$ cat src/rtl/dyn_pkg.sv
package dyn_pkg;

  typedef enum logic [1:0] {
    MODE_FOLLOW = 2'd0,
    MODE_BOOST  = 2'd1,
    MODE_CUT    = 2'd2,
    MODE_FLOOR  = 2'd3
  } dyn_mode_e;

  localparam int unsigned THR_N     = 6;
  localparam int unsigned THR_FLOOR = 0;
  localparam int unsigned THR_CUT   = 1;
  localparam int unsigned THR_OREL  = 2;
  localparam int unsigned THR_UREL  = 3;
  localparam int unsigned THR_BOOST = 4;
  localparam int unsigned THR_FAULT = 5;

  // offset from the reference in tenths of a percent
  function automatic int band_tenths(int set_idx, int k);
    case (k)
      THR_FLOOR: return (set_idx != 0) ? 150  : 100;
      THR_CUT:   return (set_idx != 0) ? 100  : 57;
      THR_OREL:  return (set_idx != 0) ? 57   : 29;
      THR_UREL:  return (set_idx != 0) ? -57  : -29;
      THR_BOOST: return (set_idx != 0) ? -100 : -57;
      default:   return (set_idx != 0) ? 200  : 150;
    endcase
  endfunction

  function automatic int scaled_code(int ref_code, int tenths);
    int mag;
    mag = (tenths < 0) ? -tenths : tenths;
    mag = (ref_code * mag + 500) / 1000;
    return (tenths < 0) ? ref_code - mag : ref_code + mag;
  endfunction

endpackage

$ cat src/rtl/dyn_set_select.sv
module dyn_set_select #(
  parameter int unsigned SAMPLE_DLY = 1250
) (
  input  logic clk_i,
  input  logic rst_ni,
  input  logic uvlo_i,
  input  logic strobe_i,
  input  logic pin_cmp_i,
  output logic pull_down_o,
  output logic set_valid_o,
  output logic set_sel_o
);

  localparam int unsigned DW = $clog2(SAMPLE_DLY + 1);

  logic [1:0]    cyc_q;
  logic          arm_q;
  logic [DW-1:0] dly_q;

  always_ff @(posedge clk_i or negedge rst_ni) begin
    if (!rst_ni) begin
      cyc_q       <= '0;
      arm_q       <= 1'b0;
      dly_q       <= '0;
      pull_down_o <= 1'b1;
      set_valid_o <= 1'b0;
      set_sel_o   <= 1'b0;
    end else if (uvlo_i) begin
      cyc_q       <= '0;
      arm_q       <= 1'b0;
      dly_q       <= '0;
      pull_down_o <= 1'b1;
      set_valid_o <= 1'b0;
      set_sel_o   <= 1'b0;
    end else begin
      if (arm_q) begin
        if (dly_q == DW'(SAMPLE_DLY - 1)) begin
          arm_q       <= 1'b0;
          set_valid_o <= 1'b1;
          set_sel_o   <= ~pin_cmp_i;
        end else begin
          dly_q <= dly_q + 1'b1;
        end
      end
      if (strobe_i) begin
        if (cyc_q == 2'd0) begin
          cyc_q <= 2'd1;
        end else if (cyc_q == 2'd1) begin
          cyc_q       <= 2'd2;
          arm_q       <= 1'b1;
          dly_q       <= '0;
          pull_down_o <= 1'b0;
        end
      end
    end
  end

endmodule

$ cat src/rtl/dyn_band_table.sv
module dyn_band_table
  import dyn_pkg::*;
#(
  parameter int unsigned SAMPLE_W = 12,
  parameter int unsigned REF_CODE = 2048
) (
  input  logic                           set_sel_i,
  output logic [THR_N-1:0][SAMPLE_W-1:0] thr_o
);

  logic [1:0][THR_N-1:0][SAMPLE_W-1:0] lut;

  for (genvar s = 0; s < 2; s++) begin : g_set
    for (genvar k = 0; k < THR_N; k++) begin : g_thr
      assign lut[s][k] = SAMPLE_W'(scaled_code(int'(REF_CODE), band_tenths(s, k)));
    end
  end

  assign thr_o = set_sel_i ? lut[1] : lut[0];

endmodule

$ cat src/rtl/dyn_mode_fsm.sv
module dyn_mode_fsm
  import dyn_pkg::*;
#(
  parameter int unsigned SAMPLE_W = 12
) (
  input  logic                           clk_i,
  input  logic                           rst_ni,
  input  logic                           uvlo_i,
  input  logic                           eval_i,
  input  logic [SAMPLE_W-1:0]            sample_i,
  input  logic                           settled_i,
  input  logic [THR_N-1:0][SAMPLE_W-1:0] thr_i,
  output dyn_mode_e                      mode_o
);

  dyn_mode_e mode_d;
  logic      hi_floor, hi_cut, ov_clear, uv_enter, uv_stay;
  dyn_mode_e rest_mode;

  always_comb begin
    hi_floor  = sample_i >= thr_i[THR_FLOOR];
    hi_cut    = sample_i >= thr_i[THR_CUT];
    ov_clear  = sample_i <  thr_i[THR_OREL];
    uv_enter  = (sample_i <  thr_i[THR_BOOST]) && !settled_i;
    uv_stay   = (sample_i <= thr_i[THR_UREL])  && !settled_i;
    rest_mode = uv_enter ? MODE_BOOST : MODE_FOLLOW;
    unique case (mode_o)
      MODE_FOLLOW: mode_d = hi_floor ? MODE_FLOOR : (hi_cut ? MODE_CUT : rest_mode);
      MODE_BOOST:  mode_d = hi_floor ? MODE_FLOOR :
                            (hi_cut ? MODE_CUT : (uv_stay ? MODE_BOOST : MODE_FOLLOW));
      MODE_CUT:    mode_d = hi_floor ? MODE_FLOOR : (ov_clear ? rest_mode : MODE_CUT);
      MODE_FLOOR:  mode_d = ov_clear ? rest_mode : MODE_FLOOR;
      default:     mode_d = MODE_FOLLOW;
    endcase
  end

  always_ff @(posedge clk_i or negedge rst_ni) begin
    if (!rst_ni)      mode_o <= MODE_FOLLOW;
    else if (uvlo_i)  mode_o <= MODE_FOLLOW;
    else if (eval_i)  mode_o <= mode_d;
  end

endmodule

$ cat src/rtl/dyn_ovp_qual.sv
module dyn_ovp_qual #(
  parameter int unsigned SAMPLE_W   = 12,
  parameter int unsigned OVP_CYCLES = 4
) (
  input  logic                clk_i,
  input  logic                rst_ni,
  input  logic                uvlo_i,
  input  logic                eval_i,
  input  logic                clr_i,
  input  logic [SAMPLE_W-1:0] sample_i,
  input  logic [SAMPLE_W-1:0] limit_i,
  output logic                fault_o
);

  localparam int unsigned CW = $clog2(OVP_CYCLES + 1);

  logic [CW-1:0] run_q;

  always_ff @(posedge clk_i or negedge rst_ni) begin
    if (!rst_ni) begin
      run_q   <= '0;
      fault_o <= 1'b0;
    end else if (uvlo_i || clr_i) begin
      run_q   <= '0;
      fault_o <= 1'b0;
    end else if (eval_i) begin
      if (sample_i > limit_i) begin
        if (run_q >= CW'(OVP_CYCLES - 1)) fault_o <= 1'b1;
        else                              run_q   <= run_q + 1'b1;
      end else begin
        run_q <= '0;
      end
    end
  end

endmodule

$ cat src/rtl/dyn_duty_override.sv
module dyn_duty_override
  import dyn_pkg::*;
#(
  parameter int unsigned SAMPLE_W   = 12,
  parameter int unsigned REF_CODE   = 2048,
  parameter int unsigned SAMPLE_DLY = 1250,
  parameter int unsigned OVP_CYCLES = 4
) (
  input  logic                clk_i,
  input  logic                rst_ni,
  input  logic                uvlo_i,
  input  logic                strobe_i,
  input  logic [SAMPLE_W-1:0] sample_i,
  input  logic                pin_cmp_i,
  input  logic                loop_settled_i,
  input  logic                fault_clr_i,
  output logic                pull_down_o,
  output logic                set_valid_o,
  output logic                set_sel_o,
  output logic [1:0]          mode_o,
  output logic                fault_o
);

  logic [THR_N-1:0][SAMPLE_W-1:0] thr;
  logic                           eval;
  dyn_mode_e                      mode_q;

  assign eval = strobe_i && set_valid_o;

  dyn_set_select #(.SAMPLE_DLY(SAMPLE_DLY)) i_set_select (
    .clk_i       (clk_i),
    .rst_ni      (rst_ni),
    .uvlo_i      (uvlo_i),
    .strobe_i    (strobe_i),
    .pin_cmp_i   (pin_cmp_i),
    .pull_down_o (pull_down_o),
    .set_valid_o (set_valid_o),
    .set_sel_o   (set_sel_o)
  );

  dyn_band_table #(.SAMPLE_W(SAMPLE_W), .REF_CODE(REF_CODE)) i_band_table (
    .set_sel_i (set_sel_o),
    .thr_o     (thr)
  );

  dyn_mode_fsm #(.SAMPLE_W(SAMPLE_W)) i_mode_fsm (
    .clk_i     (clk_i),
    .rst_ni    (rst_ni),
    .uvlo_i    (uvlo_i),
    .eval_i    (eval),
    .sample_i  (sample_i),
    .settled_i (loop_settled_i),
    .thr_i     (thr),
    .mode_o    (mode_q)
  );

  dyn_ovp_qual #(.SAMPLE_W(SAMPLE_W), .OVP_CYCLES(OVP_CYCLES)) i_ovp_qual (
    .clk_i    (clk_i),
    .rst_ni   (rst_ni),
    .uvlo_i   (uvlo_i),
    .eval_i   (eval),
    .clr_i    (fault_clr_i),
    .sample_i (sample_i),
    .limit_i  (thr[THR_FAULT]),
    .fault_o  (fault_o)
  );

  assign mode_o = mode_q;

endmodule

$ cat config.mk
export PLATFORM = sky130hd
export DESIGN_NAME = dyn_duty_override
export DESIGN_NICKNAME = d
export VERILOG_FILES = /design/src/rtl/dyn_pkg.sv /design/src/rtl/dyn_set_select.sv /design/src/rtl/dyn_band_table.sv /design/src/rtl/dyn_mode_fsm.sv /design/src/rtl/dyn_ovp_qual.sv /design/src/rtl/dyn_duty_override.sv
export SDC_FILE = /design/constraint.sdc
export NUM_CORES = 1
export LEC_CHECK = 0
export BUFFER_PORTS_ARGS = -buffer_cell sky130_fd_sc_hd__buf_2
export CORE_ASPECT_RATIO = 1.25
export CORE_UTILIZATION = 64
export CTS_BUF_LIST = sky130_fd_sc_hd__clkbuf_4 sky130_fd_sc_hd__clkbuf_8
export DETAILED_ROUTE_END_ITERATION = 12
export GPL_TIMING_DRIVEN = 0
export PLACE_DENSITY = 0.95
export REMOVE_ABC_BUFFERS = 1
export SETUP_SLACK_MARGIN = 0.05
export SYNTH_ARGS = -nofsm -noshare
export SYNTH_HDL_FRONTEND = slang
export SYNTH_SLANG_ARGS = --single-unit
$ cat constraint.sdc
create_clock -name clk_i -period 7 [get_ports clk_i]
set_clock_uncertainty 0.1 [all_clocks]
set_input_delay 1.4 -clock clk_i [delete_from_list [all_inputs] [get_ports clk_i]]
set_output_delay 1.4 -clock clk_i [all_outputs]
set_load 0.01 [all_outputs]
==> metrics.yaml, run 1 <==
drt_wl_total_um: 3690
antenna-diode-count: 0
slowest_stage_cell_on_the_critical_path: "sky130_fd_sc_hd__or4b_1"
setup.reg_to_reg.worst_slack_ns: 4.13
clk_latency_ns: 0.32
switching_share_pct: 28.2
final_nets: 272
detailed_place_hpwl_um: 2810
hold_class: "reg -> reg"
floorplan.initialDensity_pct: 67.3
die_x_um: 49.2
status: "finished clean"
grt_pass1_vias: 1442
port-buffer-count: 24
vdd_ir_drop_max_mv: 0.145
cts_buffer_count: 3
worstSetupPathType: "in -> reg"
drv_cap: 0
period_needed_ns: 3.14
cts-hold-fix-buffers: 0
cts.sink_count: 23
grt_first_pass_wirelength_um: 5930
detailroute.via_count: 1632
synthCells: 210
yosys_warnings: 0
hold_ws_ns: 0.367
initial_antenna_violation_count: 0
layout.core_utilization_pct: 73.4
detailedRoute.firstIterationViolations: 82
post_cts_resized: 0
p_leak_uw: 0.000890
hold_path_depth: 2
routed_wire_length_per_instance_um: 13.9
design.die.area_sq_mm: 0.00301
finalSetupViolCount: 0
fraction_of_synthesized_cell_area_taken_by_the_top_area_cell_type_pct: 30.8
ys.flop_type: "sky130_fd_sc_hd__dfrtp_1"
worst_r2r_startpoint: "i_set_select.set_sel_o"
clock_tree_buf_depth: 2
clock_power_share_pct: 26.3
clk_transition_reported_paths_ns: 0.12
grt_overflow: 0
avgSynthCellArea_sq_um: 8.50
worst_slew_pin_slew_ns: 0.585
place.gp.congestion: 0.942
crit_path_end_kind: "flop"
critical_path.n_buffers_inverters: 1
area_growth_syn_to_layout_pct: 9.11
critical_path.cell_chain: "buf_2, ha_1, nand2b_1, or4b_1, a21oi_1, nor3_1, nor3b_1, a311o_1"
power.share.sequential_pct: 56.0
synth_largest_area_cell: "sky130_fd_sc_hd__dfrtp_1"
critical_path_peak_fanout: 5
detail-route-antenna-nets: 0
layout-drive-gt1-share_pct: 15.1
power.density_mw_per_mm2: 129
post-place-cells: 262
maximum_number_of_pins_on_one_net_before_global_route_repair: 24
timing.fmax_mhz: 319
grt.total_usage_pct: 25.9
crit_family: "simple AND/OR/NAND/NOR gates"
min_from: "i_set_select.pull_down_o"
worst-endpoint-arrival_ns: 3.25
relSlewSlack_pct: 60.8
area_of_the_mapped_netlist_sq_mm: 0.00179
filler_cell_count: 214
coreArea_sq_mm: 0.00265
setup_total_negative_slack_ns: 0
cts.htree.levels: 1
rsz0062_at_grt: "no"
ctsRootBufferMaster: "sky130_fd_sc_hd__clkbuf_4"
critical_path.reg2reg.endpoint: "i_mode_fsm.mode_o[0]"
route.detailed.drc: 0
start_kind: "primary input"
synth_top_cells_by_area: "sky130_fd_sc_hd__dfrtp_1 (31%), sky130_fd_sc_hd__ha_1 (14%), sky130_fd_sc_hd__a21oi_1 (5.3%), sky130_fd_sc_hd__nor2_1 (5.3%), sky130_fd_sc_hd__xor2_1 (3.4%)"
power.share.combinational_pct: 17.7
hold_path_endpoint: "i_set_select.pull_down_o"
io-pin-count: 25
finalMaxSlewViolations: 0
drtPass1Iterations: 4
slowest_delay_ns: 0.49
layout.cells.non_filler: 266
synth_enable_flop_cells: 0
synth_cell_type_count: 50
via_density: 6.14
chipHeight_um: 61.1
post_cts_buffers: 0
worstPathRequired_ns: 7.12
yosys_register_bits: 23
report.final.hold_viol_count: 0
postSynth.asyncResetShare_pct: 100
power_report.internal_total_uw: 180
synth.yosys.seq_area_share_pct: 32.3
p_sw_uw: 70.8
row_count: 21
tritoncts_clock_tree: "built"
reg2regPathDepth: 8
fin_crit_sh_pct: 44.8
placed cells by master, fill, tap and decap left out, types with 2 or more instances in the layout:
master,count
sky130_fd_sc_hd__a211oi_1,3
sky130_fd_sc_hd__nand4_1,7
sky130_fd_sc_hd__nor3_1,3
sky130_fd_sc_hd__clkbuf_4,4
sky130_fd_sc_hd__nor4b_1,2
sky130_fd_sc_hd__inv_1,11
sky130_fd_sc_hd__nor2b_1,7
sky130_fd_sc_hd__and3_1,4
sky130_fd_sc_hd__buf_2,24
sky130_fd_sc_hd__a2111oi_0,2
sky130_fd_sc_hd__a221oi_1,2
sky130_fd_sc_hd__nand3_1,6
sky130_fd_sc_hd__xor2_1,7
sky130_fd_sc_hd__o21ai_0,5
sky130_fd_sc_hd__a21oi_1,19
sky130_fd_sc_hd__a31oi_1,4
sky130_fd_sc_hd__xnor2_1,3
sky130_fd_sc_hd__inv_2,2
sky130_fd_sc_hd__dfrtp_1,22
sky130_fd_sc_hd__nand2_1,14
sky130_fd_sc_hd__o21ai_1,4
sky130_fd_sc_hd__nand2b_1,3
sky130_fd_sc_hd__nor4_1,3
sky130_fd_sc_hd__nor2_1,25
sky130_fd_sc_hd__ha_1,20
sky130_fd_sc_hd__a211o_1,2
Yosys cell counts (2+ instances only):
cell                        number
sky130_fd_sc_hd__inv_2           2
sky130_fd_sc_hd__clkbuf_1        5
sky130_fd_sc_hd__nor2b_1         7
sky130_fd_sc_hd__o21ai_1         4
sky130_fd_sc_hd__nor3_1          3
sky130_fd_sc_hd__dfrtp_1        22
sky130_fd_sc_hd__nand2_1        14
sky130_fd_sc_hd__nor2_1         25
sky130_fd_sc_hd__nand4_1         7
sky130_fd_sc_hd__nand3_1         6
sky130_fd_sc_hd__and3_1          4
sky130_fd_sc_hd__nor4_1          3
sky130_fd_sc_hd__inv_1          11
sky130_fd_sc_hd__a21oi_1        19
sky130_fd_sc_hd__ha_1           20
sky130_fd_sc_hd__a211oi_1        3
sky130_fd_sc_hd__a221oi_1        2
sky130_fd_sc_hd__nor4b_1         2
sky130_fd_sc_hd__xnor2_1         3
sky130_fd_sc_hd__o21ai_0         5
sky130_fd_sc_hd__a31oi_1         4
sky130_fd_sc_hd__xor2_1          7
sky130_fd_sc_hd__a2111oi_0       2
sky130_fd_sc_hd__a211o_1         2
sky130_fd_sc_hd__nand2b_1        3
kinds of logic (layout without fill, tap and decap cells):
kind of cell | Yosys count | in the layout | share of synthesized area [%]
DFF | 23 | 23 | 32.3
buffers and inverters | 19 | 41 | 4.42
and+or+nand+nor | 86 | 86 | 25.6
xor gates and xnor gates | 10 | 10 | 4.91
AOI/OAI and AO/OA | 52 | 52 | 18.7
adders and majority gates | 20 | 20 | 14.0
sequential cells by signal, summed over array words and instances, names as in the netlist:
signal,flops
i_set_select.cyc_q,2
i_set_select.set_sel_o,1
i_mode_fsm.mode_o,2
i_ovp_qual.run_q,3
i_set_select.set_valid_o,1
i_set_select.dly_q,11
i_set_select.arm_q,1
i_ovp_qual.fault_o,1
i_set_select.pull_down_o,1
worst max path at each step:
stage | slack [ns] | start | to | cells after the start
2_1_floorplan | 3.85 | sample_i[5] | i_mode_fsm.mode_o[0] | 7
3_3_place_gp | 3.54 | sample_i[5] | i_mode_fsm.mode_o[0] | 8
3_5_place_dp | 3.53 | sample_i[5] | i_mode_fsm.mode_o[0] | 8
4_1_cts | 3.87 | sample_i[5] | i_mode_fsm.mode_o[0] | 8
5_1_grt | 3.79 | sample_i[5] | i_mode_fsm.mode_o[0] | 8
6_report | 3.86 | sample_i[5] | i_mode_fsm.mode_o[0] | 8
tightest hold or removal path: cells and delay by family (launching register included):
family,cells,cell delay [ns]
DFF,1,0.39
and+or+nand+nor,2,0.09
per-stage QoR:
stage / area [sq um] / total power (uW) / worst slack [ns]
2_1_floorplan: 1760 / 167 / 3.85
3_3_place_gp: 1920 / 185 / 3.54
3_5_place_dp: 1920 / 187 / 3.53
4_1_cts: 1950 / 252 / 3.87
5_1_grt: 1950 / 261 / 3.79
6_report: 1950 / 251 / 3.86
cell type report:
| type | instances | area [sq um] | share of cell area [%] |
|---|---|---|---|
| flip-flops and latches | 23 | 577 | 29.6 |
| clock buffers | 4 | 30.0 | 1.54 |
| multi-input cells | 168 | 1130 | 58.0 |
| inverters | 13 | 48.8 | 2.50 |
| repair buffers | 24 | 120 | 6.17 |
| well taps | 34 | 42.5 | 2.18 |
power groups by stage:
stage / Sequential [uW] / Clock (uW) / Combinational, uW
floorplan: 142 / 0 / 24.8
global placement: 142 / 0 / 42.9
detailed placement: 143 / 0 / 44.0
CTS: 140 / 67.3 / 44.3
global route: 141 / 70.9 / 49.4
finish: 140 / 65.9 / 44.4
per-layer routing:
layer,routed length [um],GRT usage (%),vias to the layer above
li1,-,-,808
met1,1630,30.0,777
met2,1850,48.3,42
met3,157,3.46,5
met4,54,11.3,0
met5,0,0,-
Note: power is estimated with default switching activity, not from simulation.
==> run 2, diff against run 1 <==
CORE_UTILIZATION = 54   (was 64)
PLACE_DENSITY = 0.9   (was 0.95)
clock period = 2.6 ns   (was 7 ns; I/O delays follow)
==> metrics.yaml, run 2 (synthesis gave the netlist of run 1 again) <==
grt.total_usage_pct: 23.5  # was 25.9%
via_density: 6.08  # was 6.14
place_worst_setup_slack_ns: -0.198  # was 3.53 ns
worstPathRequired_ns: 2.65  # was 7.12 ns
period_needed_ns: 2.45
worst-endpoint-arrival_ns: 2.50  # was 3.25 ns
cts_buffer_count: 3  # unchanged
mostFrequentLayoutCells: "sky130_fd_sc_hd__nor2_1 (25), sky130_fd_sc_hd__buf_2 (24), sky130_fd_sc_hd__dfrtp_1 (21)"  # was sky130_fd_sc_hd__nor2_1 (25), sky130_fd_sc_hd__buf_2 (24), sky130_fd_sc_hd__dfrtp_1 (22)
report.final.hold_viol_count: 0  # unchanged
cts.sink_count: 23  # unchanged
mostFrequentLayoutCell: "sky130_fd_sc_hd__nor2_1"  # unchanged
drtPass1Iterations: 4  # unchanged
detail-route-antenna-nets: 0  # unchanged
ctsRootBufferMaster: "sky130_fd_sc_hd__clkbuf_8"  # was sky130_fd_sc_hd__clkbuf_4
largest_register: "i_set_select.dly_q"  # unchanged
power.density_mw_per_mm2: 356  # was 129 mW/mm^2
route.detailed.drc: 0  # unchanged
place.gp.congestion: 0.916  # was 0.942
maximum_number_of_pins_on_one_net_before_global_route_repair: 24  # unchanged
slowest_stage_cell_on_the_critical_path: "sky130_fd_sc_hd__dfrtp_2"  # was sky130_fd_sc_hd__or4b_1
drv_cap: 0  # unchanged
clk_latency_ns: 0.26  # was 0.32 ns
worst_slew_pin_slew_ns: 0.586  # was 0.585 ns
wl_met3_um: 128  # was 157 um
status: "finished clean"  # unchanged
grt_pass1_vias: 1477  # was 1,442
drt_wl_total_um: 4040  # was 3690 um
grt_first_pass_wirelength_um: 6200  # was 5930 um
floorplan.initialDensity_pct: 56.4  # was 67.3%
cts.htree.levels: 1  # unchanged
finalMaxSlewViolations: 0  # unchanged
fin_crit_sh_pct: 94.3
biggest_registers_after_layout: "i_set_select.dly_q (11), i_ovp_qual.run_q (3)"  # unchanged
rsz0062_at_grt: "no"  # unchanged
slowest_delay_ns: 0.39  # was 0.49 ns
port-buffer-count: 24  # unchanged
io-pin-count: 25  # unchanged
start_kind: "flop"  # was primary input
vdd_ir_drop_max_mv: 0.339  # was 0.145 mV
coreArea_sq_mm: 0.00317  # was 0.00265 sq mm
design.die.area_sq_mm: 0.00354  # was 0.00301 sq mm
topRoutingLayerUsed: "met4"  # unchanged
timing.fmax_mhz: 408
wirelength_met1_um: 1700  # was 1630 um
chipHeight_um: 66.3  # was 61.1 um
p_leak_uw: 0.000912  # was 0.000890 uW
critical_path.cell_chain: "clkinvlp_4, buf_4, ha_2, inv_1, a2111oi_2, a21oi_1, nor2_1, o21ai_0, a311o_1"  # was buf_2, ha_1, nand2b_1, or4b_1, a21oi_1, nor3_1, nor3b_1, a311o_1
initial_antenna_violation_count: 0  # unchanged
largest_reg_flops: 11  # unchanged
final.setup.worst_slack_ns: 0.149  # was 3.86 ns
layout-drive-gt1-share_pct: 18.6  # was 15.1%
grt_overflow: 0  # unchanged
row_count: 23  # was 21
final_nets: 276  # was 272
crit_path_end_kind: "flop"  # unchanged
detailed_place_hpwl_um: 2940  # was 2810 um
detailroute.via_count: 1660  # was 1,632
clock_tree_buf_depth: 2  # unchanged
routed_wire_length_per_instance_um: 14.8  # was 13.9 um
die_x_um: 53.4  # was 49.2 um
antenna-diode-count: 0  # unchanged
relSlewSlack_pct: 60.4  # was 60.8%
clk_transition_reported_paths_ns: 0.08  # was 0.12 ns
p_total_uw: 719  # was 251 uW
area_growth_syn_to_layout_pct: 12.9  # was 9.11%
finalSetupViolCount: 0  # unchanged
hold_class: "in -> async"  # was reg -> reg
met2_wl_post_dr_um: 2100  # was 1850 um
tritoncts_clock_tree: "built"  # unchanged
critical_path_peak_fanout: 6  # was 5
detailedRoute.firstIterationViolations: 63  # was 82
worstSetupPathType: "reg -> reg"  # was in -> reg
-- run 2: worst paths after layout --
kind / slack [ns] / cells after the start / from / endpoint
max: 0.15 / 9 / i_set_select.set_sel_o / i_mode_fsm.mode_o[0]
max in group asynchronous: 1.92 / 1 / rst_ni / i_set_select.set_sel_o
min in group clk_i: 0.36 / 2 / pin_cmp_i / i_set_select.set_sel_o
min: 0.11 / 1 / rst_ni / i_set_select.cyc_q[1]
max reg2reg: 0.15 / 9 / i_set_select.set_sel_o / i_mode_fsm.mode_o[0]
min reg2reg: 0.37 / 2 / i_set_select.pull_down_o / i_set_select.pull_down_o
-- run 2: repair_timing --
action                                  in CTS  in global routing
setup buffers                                4                  0
hold buffers                                 0                  0
resized for setup                            2                  4
endpoints found under the setup margin       2                  1
-- run 2: critical path, delay by kind of cell, from the launching register on --
family / cells / cell delay, ns
fa+ha+maj: 1 / 0.38
buf+inv: 3 / 0.39
simple gates: 1 / 0.16
flops: 1 / 0.39
compound gates: 4 / 0.91
-- run 2: per-layer routing --
metal  vias to the layer above  GRT usage (%)
li1                        814              -
met1                       788           27.7
met2                        46           41.3
met3                        12           1.61
met4                         0           11.8
met5                         -              0
-- run 2: cell type report --
class	count	area, sq um
Fill cell	279	1150
Multi-Input combinational cell	168	1140
Sequential cell	23	578
Timing Repair Buffer	28	150
Inverter	13	52.6
Tap cell	37	46.3
Clock buffer	3	41.3
Clock inverter	1	5.00
-- run 2: report_power, final --
part	internal (uW)	leakage [uW]	switching (uW)
Clock	107	0.0000255	112
Sequential	367	0.000314	10.4
Combinational	47.4	0.000573	75.2
Total	521	0.000912	198
-- run 2: metrics by stage --
step / utilization, % / std cells / TNS, ns / hold WS, ns / instance area [sq um]
after floorplan: - / 204 / 0 / 0.124 / 1760
after global placement: 60.7 / 265 / -0.177 / 0.350 / 1920
after detailed placement: 60.7 / 265 / -0.202 / 0.361 / 1920
after CTS: 63.3 / 273 / 0 / 0.122 / 2000
after global routing: 63.7 / 273 / 0 / 0.157 / 2020
final: 63.7 / 273 / 0 / 0.111 / 2020
